### src/rtl/rp_pkg.sv
package rp_pkg;

    typedef enum logic [1:0] {
        KIND_DATA   = 2'd0,
        KIND_GAIN   = 2'd1,
        KIND_OFFSET = 2'd2
    } reg_kind_e;

    localparam int unsigned KINDS_PER_CH = 3;
    localparam int unsigned STATUS_W     = 8;
    localparam int unsigned WDATA_W      = 2;
    localparam int unsigned PD_BIT       = 0;
    localparam int unsigned EN_BIT       = 1;
    localparam int unsigned FLAG_BIT     = 4;

    typedef struct packed {
        logic ot_flag;
        logic tsd_en;
        logic pd;
    } ctrl_t;

    function automatic logic [STATUS_W-1:0] pack_status(ctrl_t c);
        logic [STATUS_W-1:0] s;
        s           = '0;
        s[PD_BIT]   = c.pd;
        s[EN_BIT]   = c.tsd_en;
        s[FLAG_BIT] = c.ot_flag;
        return s;
    endfunction

    function automatic reg_kind_e next_kind(reg_kind_e k);
        case (k)
            KIND_DATA: return KIND_GAIN;
            KIND_GAIN: return KIND_OFFSET;
            default:   return KIND_DATA;
        endcase
    endfunction

endpackage

### src/rtl/rp_sync.sv
module rp_sync #(
    parameter int unsigned STAGES = 2,
    parameter logic        INIT   = 1'b0
) (
    input  logic clk,
    input  logic rst,
    input  logic d,
    output logic q
);
    logic [STAGES-1:0] sr;

    always_ff @(posedge clk) begin
        if (rst) sr <= {STAGES{INIT}};
        else     sr <= {sr[STAGES-2:0], d};
    end

    assign q = sr[STAGES-1];
endmodule

### src/rtl/rp_seq.sv
module rp_seq
    import rp_pkg::*;
#(
    parameter int unsigned NUM_CH     = 40,
    parameter int unsigned SEQ_CYCLES = 60000,
    localparam int unsigned CH_W      = $clog2(NUM_CH),
    localparam int unsigned CNT_W     = $clog2(SEQ_CYCLES + 1)
) (
    input  logic            clk,
    input  logic            rst,
    input  logic            start,
    output logic            busy,
    output logic            strobe,
    output logic [CH_W-1:0] ch,
    output reg_kind_e       kind
);
    logic             busy_q, loading_q;
    logic [CNT_W-1:0] cnt_q;
    logic [CH_W-1:0]  ch_q;
    reg_kind_e        kind_q;

    localparam logic [CNT_W-1:0] LAST_CNT = CNT_W'(SEQ_CYCLES - 1);
    localparam logic [CH_W-1:0]  LAST_CH  = CH_W'(NUM_CH - 1);

    always_ff @(posedge clk) begin
        if (rst) begin
            busy_q    <= 1'b0;
            loading_q <= 1'b0;
            cnt_q     <= '0;
            ch_q      <= '0;
            kind_q    <= KIND_DATA;
        end else if (start) begin
            busy_q    <= 1'b1;
            loading_q <= 1'b1;
            cnt_q     <= '0;
            ch_q      <= '0;
            kind_q    <= KIND_DATA;
        end else if (busy_q) begin
            cnt_q <= cnt_q + 1'b1;
            if (cnt_q == LAST_CNT) begin
                busy_q    <= 1'b0;
                loading_q <= 1'b0;
            end else if (loading_q) begin
                kind_q <= next_kind(kind_q);
                if (kind_q == KIND_OFFSET) begin
                    if (ch_q == LAST_CH) loading_q <= 1'b0;
                    else                 ch_q <= ch_q + 1'b1;
                end
            end
        end
    end

    assign busy   = busy_q;
    assign strobe = busy_q & loading_q;
    assign ch     = ch_q;
    assign kind   = kind_q;
endmodule

### src/rtl/rp_ctrl.sv
module rp_ctrl
    import rp_pkg::*;
(
    input  logic               clk,
    input  logic               rst,
    input  logic               clr,
    input  logic               we,
    input  logic [WDATA_W-1:0] wdata,
    input  logic               inhibit,
    input  logic               ot,
    output ctrl_t              ctrl
);
    ctrl_t c_q;
    logic  wr_ok;

    assign wr_ok = we & ~inhibit;

    always_ff @(posedge clk) begin
        if (rst || clr) begin
            c_q <= '0;
        end else begin
            if (wr_ok) begin
                c_q.pd     <= wdata[PD_BIT];
                c_q.tsd_en <= wdata[EN_BIT];
            end
            if (wr_ok && !wdata[EN_BIT]) c_q.ot_flag <= 1'b0;
            else if (c_q.tsd_en && ot)   c_q.ot_flag <= 1'b1;
        end
    end

    assign ctrl = c_q;
endmodule

### src/rtl/dac_rst_pwr_ctrl.sv
module dac_rst_pwr_ctrl
    import rp_pkg::*;
#(
    parameter int unsigned NUM_CH      = 40,
    parameter int unsigned SEQ_CYCLES  = 60000,
    parameter int unsigned SYNC_STAGES = 2,
    localparam int unsigned CH_W       = $clog2(NUM_CH)
) (
    input  logic                clk,
    input  logic                rst,
    input  logic                rst_pin_n,
    input  logic                ot_in,
    input  logic                ctrl_we,
    input  logic [WDATA_W-1:0]  ctrl_wdata,
    output logic                load_strobe,
    output logic [CH_W-1:0]     load_ch,
    output logic [1:0]          load_kind,
    output logic                wr_inhibit,
    output logic                pwr_down,
    output logic [STATUS_W-1:0] status
);
    logic      pin_s, pin_d, start, ot_s, busy;
    reg_kind_e kind;
    ctrl_t     ctrl;

    rp_sync #(.STAGES(SYNC_STAGES), .INIT(1'b1)) u_pin_sync (
        .clk(clk), .rst(rst), .d(rst_pin_n), .q(pin_s)
    );

    rp_sync #(.STAGES(SYNC_STAGES), .INIT(1'b0)) u_ot_sync (
        .clk(clk), .rst(rst), .d(ot_in), .q(ot_s)
    );

    always_ff @(posedge clk) begin
        if (rst) pin_d <= 1'b1;
        else     pin_d <= pin_s;
    end

    assign start = pin_s & ~pin_d;

    rp_seq #(.NUM_CH(NUM_CH), .SEQ_CYCLES(SEQ_CYCLES)) u_seq (
        .clk(clk), .rst(rst), .start(start), .busy(busy),
        .strobe(load_strobe), .ch(load_ch), .kind(kind)
    );

    rp_ctrl u_ctrl (
        .clk(clk), .rst(rst), .clr(start), .we(ctrl_we), .wdata(ctrl_wdata),
        .inhibit(busy), .ot(ot_s), .ctrl(ctrl)
    );

    assign load_kind  = kind;
    assign wr_inhibit = busy;
    assign pwr_down   = ctrl.pd | ctrl.ot_flag;
    assign status     = pack_status(ctrl);
endmodule

### config.mk
export PLATFORM = sky130hd
export DESIGN_NAME = dac_rst_pwr_ctrl
export DESIGN_NICKNAME = d
export VERILOG_FILES = /design/src/rtl/rp_pkg.sv /design/src/rtl/rp_sync.sv /design/src/rtl/rp_seq.sv /design/src/rtl/rp_ctrl.sv /design/src/rtl/dac_rst_pwr_ctrl.sv
export SDC_FILE = /design/constraint.sdc
export NUM_CORES = 1
export LEC_CHECK = 0
export ABC_AREA = 1
export BUFFER_PORTS_ARGS = -buffer_cell sky130_fd_sc_hd__buf_2
export CORE_MARGIN = 2
export CORE_UTILIZATION = 55
export DETAILED_ROUTE_END_ITERATION = 8
export PLACE_DENSITY = 0.78
export RECOVER_POWER = 100
export SYNTH_ARGS = -nofsm -noshare
export SYNTH_HDL_FRONTEND = slang
export SYNTH_SLANG_ARGS = --single-unit
### constraint.sdc
create_clock -name clk -period 1.6 [get_ports clk]
set_input_delay 0.08 -clock clk [delete_from_list [all_inputs] [get_ports clk]]
set_output_delay 0.08 -clock clk [all_outputs]
set_load 0.005 [all_outputs]
==> metrics, run 1 <==
status complete, no violations; H-tree levels 2; Util after Layout 66.9%; clk_skew ~0.0068 ns; boundary pin count 26; Mapped Cells approximately 230; post-synthesis sequential area ratio between 40% and 50%; sw power roughly 360 uW; chip height 59.1 um; hpwl dp around 2.2 mm; number of library cell types mapped by synthesis 32; Max Slew Vio Count 0; crit path kind register to output pin; vias in the first global route around 1.2k; residual DRC count 0; met3 usage 6.77%; CP Capture Type output pin; CTS max path bufs 2; number of setup violations in the final report 0; Flop pwr share a little over half; Worst path max stage delay 0.41 ns; vias per inst between 4 and 5; pwr dens roughly 830 nW/um^2; first-pass detailed-route iteration total 4; ANT nets after route 0; CTS tree done; Leak Pwr 0.000813 uW; met2 Usage GRT 30.3%; DR WL/cell ~11 um; vias around 1.4k; global placer's final weighted congestion around 0.8; Starting DRT DRC Count 36; die width roughly 59 um; largest fanout on the critical path 12; number of synthesized register bits 34; design internal power between 1000 and 1500 uW; largest net degree at the start of global routing 15; Arr. time, crit path 1.36 ns; Worst Setup EP load_strobe; Setup crit start kind register; antenna cells 0; Core Area ~2800 sq um; M1 GR Usage 25.8%; VDD IR max roughly 0.00086 V; crit path cell chain nand2_1 > clkinv_1 > buf_2; Sink Count 34; Fmax around 690 MHz; Comb pwr share around 4.4%; final wirelength about 3.1 mm; num rows 19; CP Data Required Time roughly 1.5 ns; total CTS buffers 5; Min Clock Period, post-route around 1.4 ns; Ys Warns 0; layout cells sized above 1 19.5%; RSZ-0062 raised after global routing no; initial antenna violation count 0; period utilization between 90% and 100%; hold_sp ctrl_we; synthesized area per cell about 7.4 sq um; Critical Path Start u_seq.busy; worst r2r path cells 7; gr usage total 19.9%; worst skew pair latency 0.35 ns; CTS clk-pin slew, worst paths roughly 0.11 ns; RR Endpoint u_seq.ch[5]; grt ovf 0; Post-CTS Hold Buffers 5; first-pass GRT wire length about 5.2 mm; FF-to-FF Start u_seq.cnt_q[0]; post-CTS resize count 0; Post-Syn Area 1670 sq um; Net Sw Frac between 20 and 25%; Hold Crit Class input pin to register; postcts setup bufs 0; Starting Density between 50% and 60%; area delta synth->final 13.3%; Slowest-stage cell, CP dfxtp_1; setup_tns 0 ns; GR peak layer met2; number of port buffers 20; Clock Power Share between 40% and 50%; Reg2Reg Setup Slack ~0.24 ns; endpoints failing hold 0; root cell of the clock tree clkbuf_4; fin nets 265; die area about 3500 sq um; Max-Cap Viols 0
-- layout by cell type (no fill, tap or decap), drive strengths merged --
master / count
nand2: 48
nor2: 38
dfxtp: 34
inv: 27
a21oi: 19
buf: 17
nand3: 12
clkbuf: 10
o21ai: 9
nand4: 7
conb: 5
dlygate4sd3: 5
nor3: 5
or2: 4
xor2: 3
clkinv: 2
a31oi: 2
xnor2: 2
ha: 2
clkinvlp: 2
nand3b: 1
nor3b: 1
o21a: 1
bufinv: 1
-- power groups by stage --
stage               combinational, uW  clock, uW  sequential [uW]
floorplan                        46.9          0              884
global placement                 61.6          0              885
detailed placement               62.3          0              885
CTS                              71.7        648              866
global route                     78.6        703              868
finish                           69.3        641              866
-- worst min path at each step --
stage                  endpoint  slack [ns]  cells past startpoint
3_3_place_gp   u_pin_sync.sr[0]        0.26                      2
2_1_floorplan        u_seq.busy        0.15                      1
3_5_place_dp   u_pin_sync.sr[0]        0.27                      2
6_report         u_ctrl.ctrl[0]       0.005                      3
4_1_cts          u_ctrl.ctrl[0]       0.006                      3
5_1_grt          u_ctrl.ctrl[0]       0.009                      3
-- state kept, by name (all words and copies together), names as in the netlist --
signal,cells
u_seq.busy,1
u_seq.loading_q,1
u_seq.cnt_q,16
u_ctrl.ctrl,3
u_ot_sync.sr,2
u_seq.kind,2
u_seq.ch,6
pin_d,1
u_pin_sync.sr,2
-- cells by family (layout without fill, tap and decap cells) --
| group | Yosys count | in the layout | synth area share, % |
|---|---|---|---|
| DFF | 34 | 34 | 40.7 |
| xor gates and xnor gates | 5 | 5 | 2.62 |
| and+or+nand+nor | 116 | 116 | 34.8 |
| AOI/OAI and AO/OA | 31 | 31 | 9.59 |
| buffers and inverters | 38 | 64 | 10.5 |
| other | 1 | 5 | 0.225 |
| adders and majority gates | 2 | 2 | 1.50 |
-- synthesized netlist by cell type (all sizes together) --
cell	n	share of area (%)
conb	1	0.22
nand2	48	12
xor2	3	1.6
nor2	38	11
clkinv	2	0.45
o21a	1	0.45
a31oi	2	0.75
nand3	12	3.9
ha	2	1.5
a21oi	19	5.7
nand3b	1	0.45
o21ai	9	2.7
or2	4	1.5
buf	9	4.0
nor3	5	2.1
dfxtp	34	41
nor3b	1	0.45
xnor2	2	1.0
inv	27	6.1
nand4	7	3.0
-- worst max-delay path, delay by kind of cell (launching register included) --
kind	cells	cell delay [ns]
buffers and inverters	2	0.51
DFF	1	0.41
and+or+nand+nor	1	0.10
-- metrics by stage --
step	cell area (sq um)	hold slack, ns	total power [uW]	std cells	worst slack, ns
floorplan	1690	0.149	931	231	0.331
global placement	1770	0.263	947	275	0.293
detailed placement	1770	0.270	948	275	0.245
CTS	1910	0.00617	1590	288	0.153
global route	1890	0.00892	1650	288	0.0536
finish	1890	0.00453	1580	288	0.159
-- per-layer routing --
layer  wire length, um  part of all wire (%)
met5                 0                     0
met4                55                   1.8
met3               146                   4.8
met2              1330                    44
met1              1520                    50
-- cell type report --
class / instances / area [sq um]
fill: 271 / 937
multi-input combinational: 159 / 827
sequential: 34 / 681
timing repair buffer: 27 / 154
inverter: 29 / 109
clock inverter: 3 / 45.0
tap: 31 / 38.8
clock buffer: 5 / 37.5
Note: power is estimated with default switching activity, not from simulation.
==> inputs of run 2 (changes only) <==
- HOLD_SLACK_MARGIN: default -> 0.05
==> run 2 against run 1 <==
  * Design area up 2.1%
  * Via count up 3.3%
  * Critical endpoint is now u_seq.cnt_q[9]
  * Final cell count up 1.4%
  * Largest power group unchanged
  * Non-clock buffer count up 4
==> metrics, run 2 (synthesized netlist as in run 1, its figures left out) <==
status complete, no violations; global placer's final weighted congestion between 0.8 and 0.9; Worst Setup EP u_seq.cnt_q[9]; VDD IR max ~0.00086 V; number of port buffers 20; layout cells sized above 1 19.5%; Reg2Reg Setup Slack roughly 0.18 ns; largest fanout on the critical path 11; Reg with most FFs u_seq.cnt_q; largest net degree at the start of global routing 15; vias per inst around 5; CTS clk-pin slew, worst paths 0.11 ns; RSZ-0062 raised after global routing no; setup slack at placement 0.245 ns; RR Endpoint u_ctrl.ctrl[0]; first-pass GRT wire length around 5.4 mm; boundary pin count 26; Min Clock Period, post-route between 1 and 1.5 ns; Leak Pwr 0.000813 uW; root cell of the clock tree clkbuf_4; CP Capture Type register; Critical Path Start rst; DR WL/cell between 10 and 15 um; design internal power between 1000 and 1500 uW; postcts setup bufs 0; Starting DRT DRC Count 54; Comb pwr share approximately 5%; Arr. time, crit path roughly 1.7 ns; Sink Count 34; Hold Crit Class register to register; Max-Cap Viols 0; chip height roughly 59 um; worst r2r path cells 4; sw power approximately 360 uW; area of the multi-input gates approximately 830 sq um; CTS tree done; total CTS buffers 5; hpwl dp around 2.2 mm; CTS max path bufs 2; Storage cell area ~680 sq um; Fmax 695 MHz; first-pass detailed-route iteration total 4; crit path kind input pin to register; FF-to-FF Start u_seq.busy; Flop pwr share between 50% and 60%; num rows 19; H-tree levels 2; endpoints failing hold 0; fin nets roughly 270; setup_tns 0 ns; number of setup violations in the final report 0; Max Slew Vio Count 0; final wirelength between 3 and 4 mm; Setup crit start kind input pin; clk_skew between 0.003 and 0.004 ns; vias roughly 1.5k; residual DRC count 0; most common cell after layout, fill and taps aside nand2_1; die area ~3500 sq um; initial antenna violation count 0; Core Area around 2800 sq um; worst skew pair latency around 0.35 ns; vias in the first global route ~1.3k; CP Data Required Time about 1.9 ns; grt ovf 0; commonest non-fill, non-tap cells in the layout nand2_1, dfxtp_1, nor2_1, inv_1, a21oi_1; gr usage total between 20% and 30%; PnR worst setup slack approximately 0.16 ns; max reg flops 16; ANT nets after route 0; Starting Density roughly three fifths; die width between 50 and 60 um; period utilization between 80% and 90%; Clock Power Share 40.5%; antenna cells 0; area delta synth->final 15.6%; pwr dens just over 800 nW/um^2; Net Sw Frac between 20% and 30%; fill cell count ~260
run 2: cell count changes in the layout (fill, tap and decap cells not counted):
cell,previous run,this run
dlygate4sd3_1,5,9
buf_2,17,15
clkbuf_1,5,7
inv_1,21,19
inv_2,6,8
dfxtp_1,34,33
dfxtp_2,0,1
run 2: timing repair:
action / 4_1_cts / 5_1_grt
hold buffers: 9 / 0
hold endpoints to repair: 10 / 0
resized for setup: 0 / 1
endpoints found under the setup margin: 0 / 1
run 2: worst min path at each step:
stage                             to  cells past startpoint  slack [ns]              from
finish              u_pin_sync.sr[1]                      1        0.43  u_pin_sync.sr[0]
detailed placement  u_pin_sync.sr[0]                      2        0.27         rst_pin_n
floorplan                 u_seq.busy                      1        0.15               rst
global placement    u_pin_sync.sr[0]                      2        0.26         rst_pin_n
global route        u_pin_sync.sr[1]                      1        0.45  u_pin_sync.sr[0]
CTS                  u_ot_sync.sr[1]                      2        0.43   u_ot_sync.sr[0]
run 2: power groups by stage:
stage	clock (uW)	sequential (uW)	combinational [uW]
2_1_floorplan	0	884	46.9
3_3_place_gp	0	885	61.6
3_5_place_dp	0	885	62.3
4_1_cts	648	866	79.3
5_1_grt	703	869	88.2
6_report	643	867	78.9
run 2: final cells by class:
cell class                 instances  area share [%]
timing repair buffer              31            9.92
clock inverter                     3            2.33
clock buffer                       5            1.94
sequential                        34            35.3
tap                               31            2.01
inverter                          29            5.64
multi-input combinational        159            42.8
run 2: metrics by stage:
step | hold WS (ns) | utilization (%) | power [uW] | instance area (sq um) | instances
final | 0.427 | 68.2 | 1590 | 1930 | 292
after global routing | 0.451 | 68.2 | 1660 | 1930 | 292
after CTS | 0.425 | 68.8 | 1590 | 1950 | 292
after detailed placement | 0.270 | 62.7 | 948 | 1770 | 275
after global placement | 0.263 | 62.7 | 947 | 1770 | 275
after floorplan | 0.149 | - | 931 | 1690 | 231
run 2: worst max-delay path, stage by stage:
cell and delay (ns):
dlygate4sd3_1 0.53, clkbuf_1 0.19, nor2_1 0.20, clkbuf_1 0.42
o21ai_0 0.17, a21oi_1 0.14
run 2: metal layers:
metal	wire length, um	vias up	share of wire (%)	track usage [%]
met5	0	-	0	0
met2	1480	29	46	32.4
li1	-	775	-	-
met4	55	0	1.7	7.79
met3	133	4	4.1	6.77
met1	1560	666	48	26.9
==> inputs of run 3 (changes only) <==
--- a/config.mk
+++ b/config.mk
@@ -10,7 +10,5 @@
 export CORE_MARGIN = 2
-export CORE_UTILIZATION = 55
+export CORE_UTILIZATION = 40
 export DETAILED_ROUTE_END_ITERATION = 8
 export HOLD_SLACK_MARGIN = 0.05
-export PLACE_DENSITY = 0.78
-export RECOVER_POWER = 100
 export SYNTH_ARGS = -nofsm -noshare
==> constraint.sdc (replaced) <==
create_clock -name clk -period 1.6 [get_ports clk]
set_input_delay 0.16 -clock clk [delete_from_list [all_inputs] [get_ports clk]]
set_output_delay 0.16 -clock clk [all_outputs]
set_load 0.005 [all_outputs]
==> run 3 against run 2 <==
  * Critical path depth is 3 lower
  * Critical endpoint is now load_strobe
  * Clock skew is 0.0059 ns higher
  * Routed wire length is 5.1% lower
  * Highest routed layer unchanged
  * Maximum frequency is 2.6% lower
  * Utilization is 21 points lower
  * Critical path type is now register to output pin
  * Worst hold slack worse by 0.35 ns
  * Design area is 1.7% lower
  * Sequential cell count stayed put
  * Largest cell class unchanged
==> metrics, run 3 (synthesized netlist as in run 1, its figures left out) <==
status complete, no violations; area delta synth->final 13.6%; antenna cells 0; Min Clock Period, post-route 1.48 ns; Starting Density around two fifths; worst skew pair latency around 0.29 ns; worst r2r path cells 8; grt ovf 0; endpoints failing hold 0; RSZ-0062 raised after global routing no; commonest non-fill, non-tap cells in the layout nand2_1, dfxtp_1, nor2_1, buf_2, a21oi_1; Leak Pwr 0.000819 uW; Max-Cap Viols 0; final wirelength a little over 3 mm; CP Capture Type output pin; layout cells sized above 1 ~23%; num rows 23; CTS tree done; number of setup violations in the final report 0; root cell of the clock tree clkbuf_8; postcts setup bufs 0; FF-to-FF Start u_seq.cnt_q[0]; fin nets 261; M1 GR Usage about a fifth; hpwl dp roughly 2.2 mm; Max Slew Vio Count 0; DR WL/cell around 10 um; Fmax 678 MHz; pwr dens roughly 830 nW/um^2; total CTS buffers 5; met2 Usage GRT roughly a fifth; VDD IR max between 0.0004 and 0.0005 V; chip height around 70 um; CTS max path bufs 2; vias in the first global route 1222; Placed Area around 1800 sq um; Worst Setup EP load_strobe; CTS clk-pin slew, worst paths around 0.07 ns; period utilization between 90 and 100%; Sink Count 34; Reg with most FFs u_seq.cnt_q; most common cell after layout, fill and taps aside nand2_1; Finished Cell Area ~1900 sq um; clk_skew around 0.0096 ns; first-pass GRT wire length 5.31 mm; Core Area between 4000 and 5000 sq um; boundary pin count 26; vias ~1.4k; H-tree levels 2; largest fanout on the critical path 12; Reg2Reg Setup Slack between 0.2 and 0.25 ns; die width slightly below 70 um; number of port buffers 20; Util after Layout approximately 47%; crit path kind register to output pin; Post-CTS Hold Buffers 1; max reg flops 16; residual DRC count 0; initial antenna violation count 0; Critical Path Start u_seq.busy; Starting DRT DRC Count 47; vias per inst roughly 4.5; global placer's final weighted congestion between 0.7 and 0.8; first-pass detailed-route iteration total 5; Arr. time, crit path 1.32 ns; post-CTS resize count 0; ANT nets after route 0; Hold Crit Class input pin to register; largest net degree at the start of global routing 15; GR peak layer met1; setup_tns 0 ns; Setup crit start kind register; CP Data Required Time ~1.4 ns; met3 usage 5.03%; gr usage total 15.1%; die area approximately 4700 sq um; Hold Slack slightly below 0.08 ns; RR Endpoint u_seq.ch[3]
## run 3: cell count changes in the layout (fill, tap and decap cells not counted), sizes merged
cell,previous run,this run
dlygate4sd3,9,1
buf,15,22
clkbuf,12,7
clkinvlp,2,0
bufinv,1,0
clkinv,2,3
## run 3: worst min path at each step
stage                   start               end  slack [ns]  cells after the start
floorplan                 rst        u_seq.busy        0.23                      1
global placement    rst_pin_n  u_pin_sync.sr[0]        0.34                      2
detailed placement  rst_pin_n  u_pin_sync.sr[0]        0.35                      2
CTS                     ot_in   u_ot_sync.sr[0]        0.07                      3
global route            ot_in   u_ot_sync.sr[0]        0.07                      3
finish                  ot_in   u_ot_sync.sr[0]        0.08                      3
## run 3: area by class of cell
type	instances	area, sq um
Fill cell	409	2100
Tap cell	50	62.6
Sequential cell	34	681
Timing Repair Buffer	23	125
Clock inverter	1	5.00
Multi-Input combinational cell	159	830
Inverter	29	109
Clock buffer	7	86.3
## run 3: stage by stage
step	setup WS (ns)	std cells	total power, uW
final	0.124	303	1580
after global routing	0.00620	303	1650
after CTS	0.127	303	1610
after detailed placement	0.244	294	948
after global placement	0.276	294	948
after floorplan	0.331	231	931
## run 3: critical path, cell delays in order, from the launching register on
cell,delay (ns)
dfxtp_1,0.40
nand2_1,0.10
clkinv_1,0.29
buf_2,0.25
## run 3: power by group
part	switching (uW)	total [uW]	leakage, uW	internal [uW]
Combinational	37.1	64.2	0.000495	27.1
Clock	304	651	0.0000482	347
Sequential	7.22	866	0.000275	859
Total	349	1580	0.000819	1230
## run 3: per-layer routing
metal	vias up	part of all wire, %
met4	0	0.62
met3	3	4.2
met1	595	53
met5	-	0
li1	758	-
met2	21	43
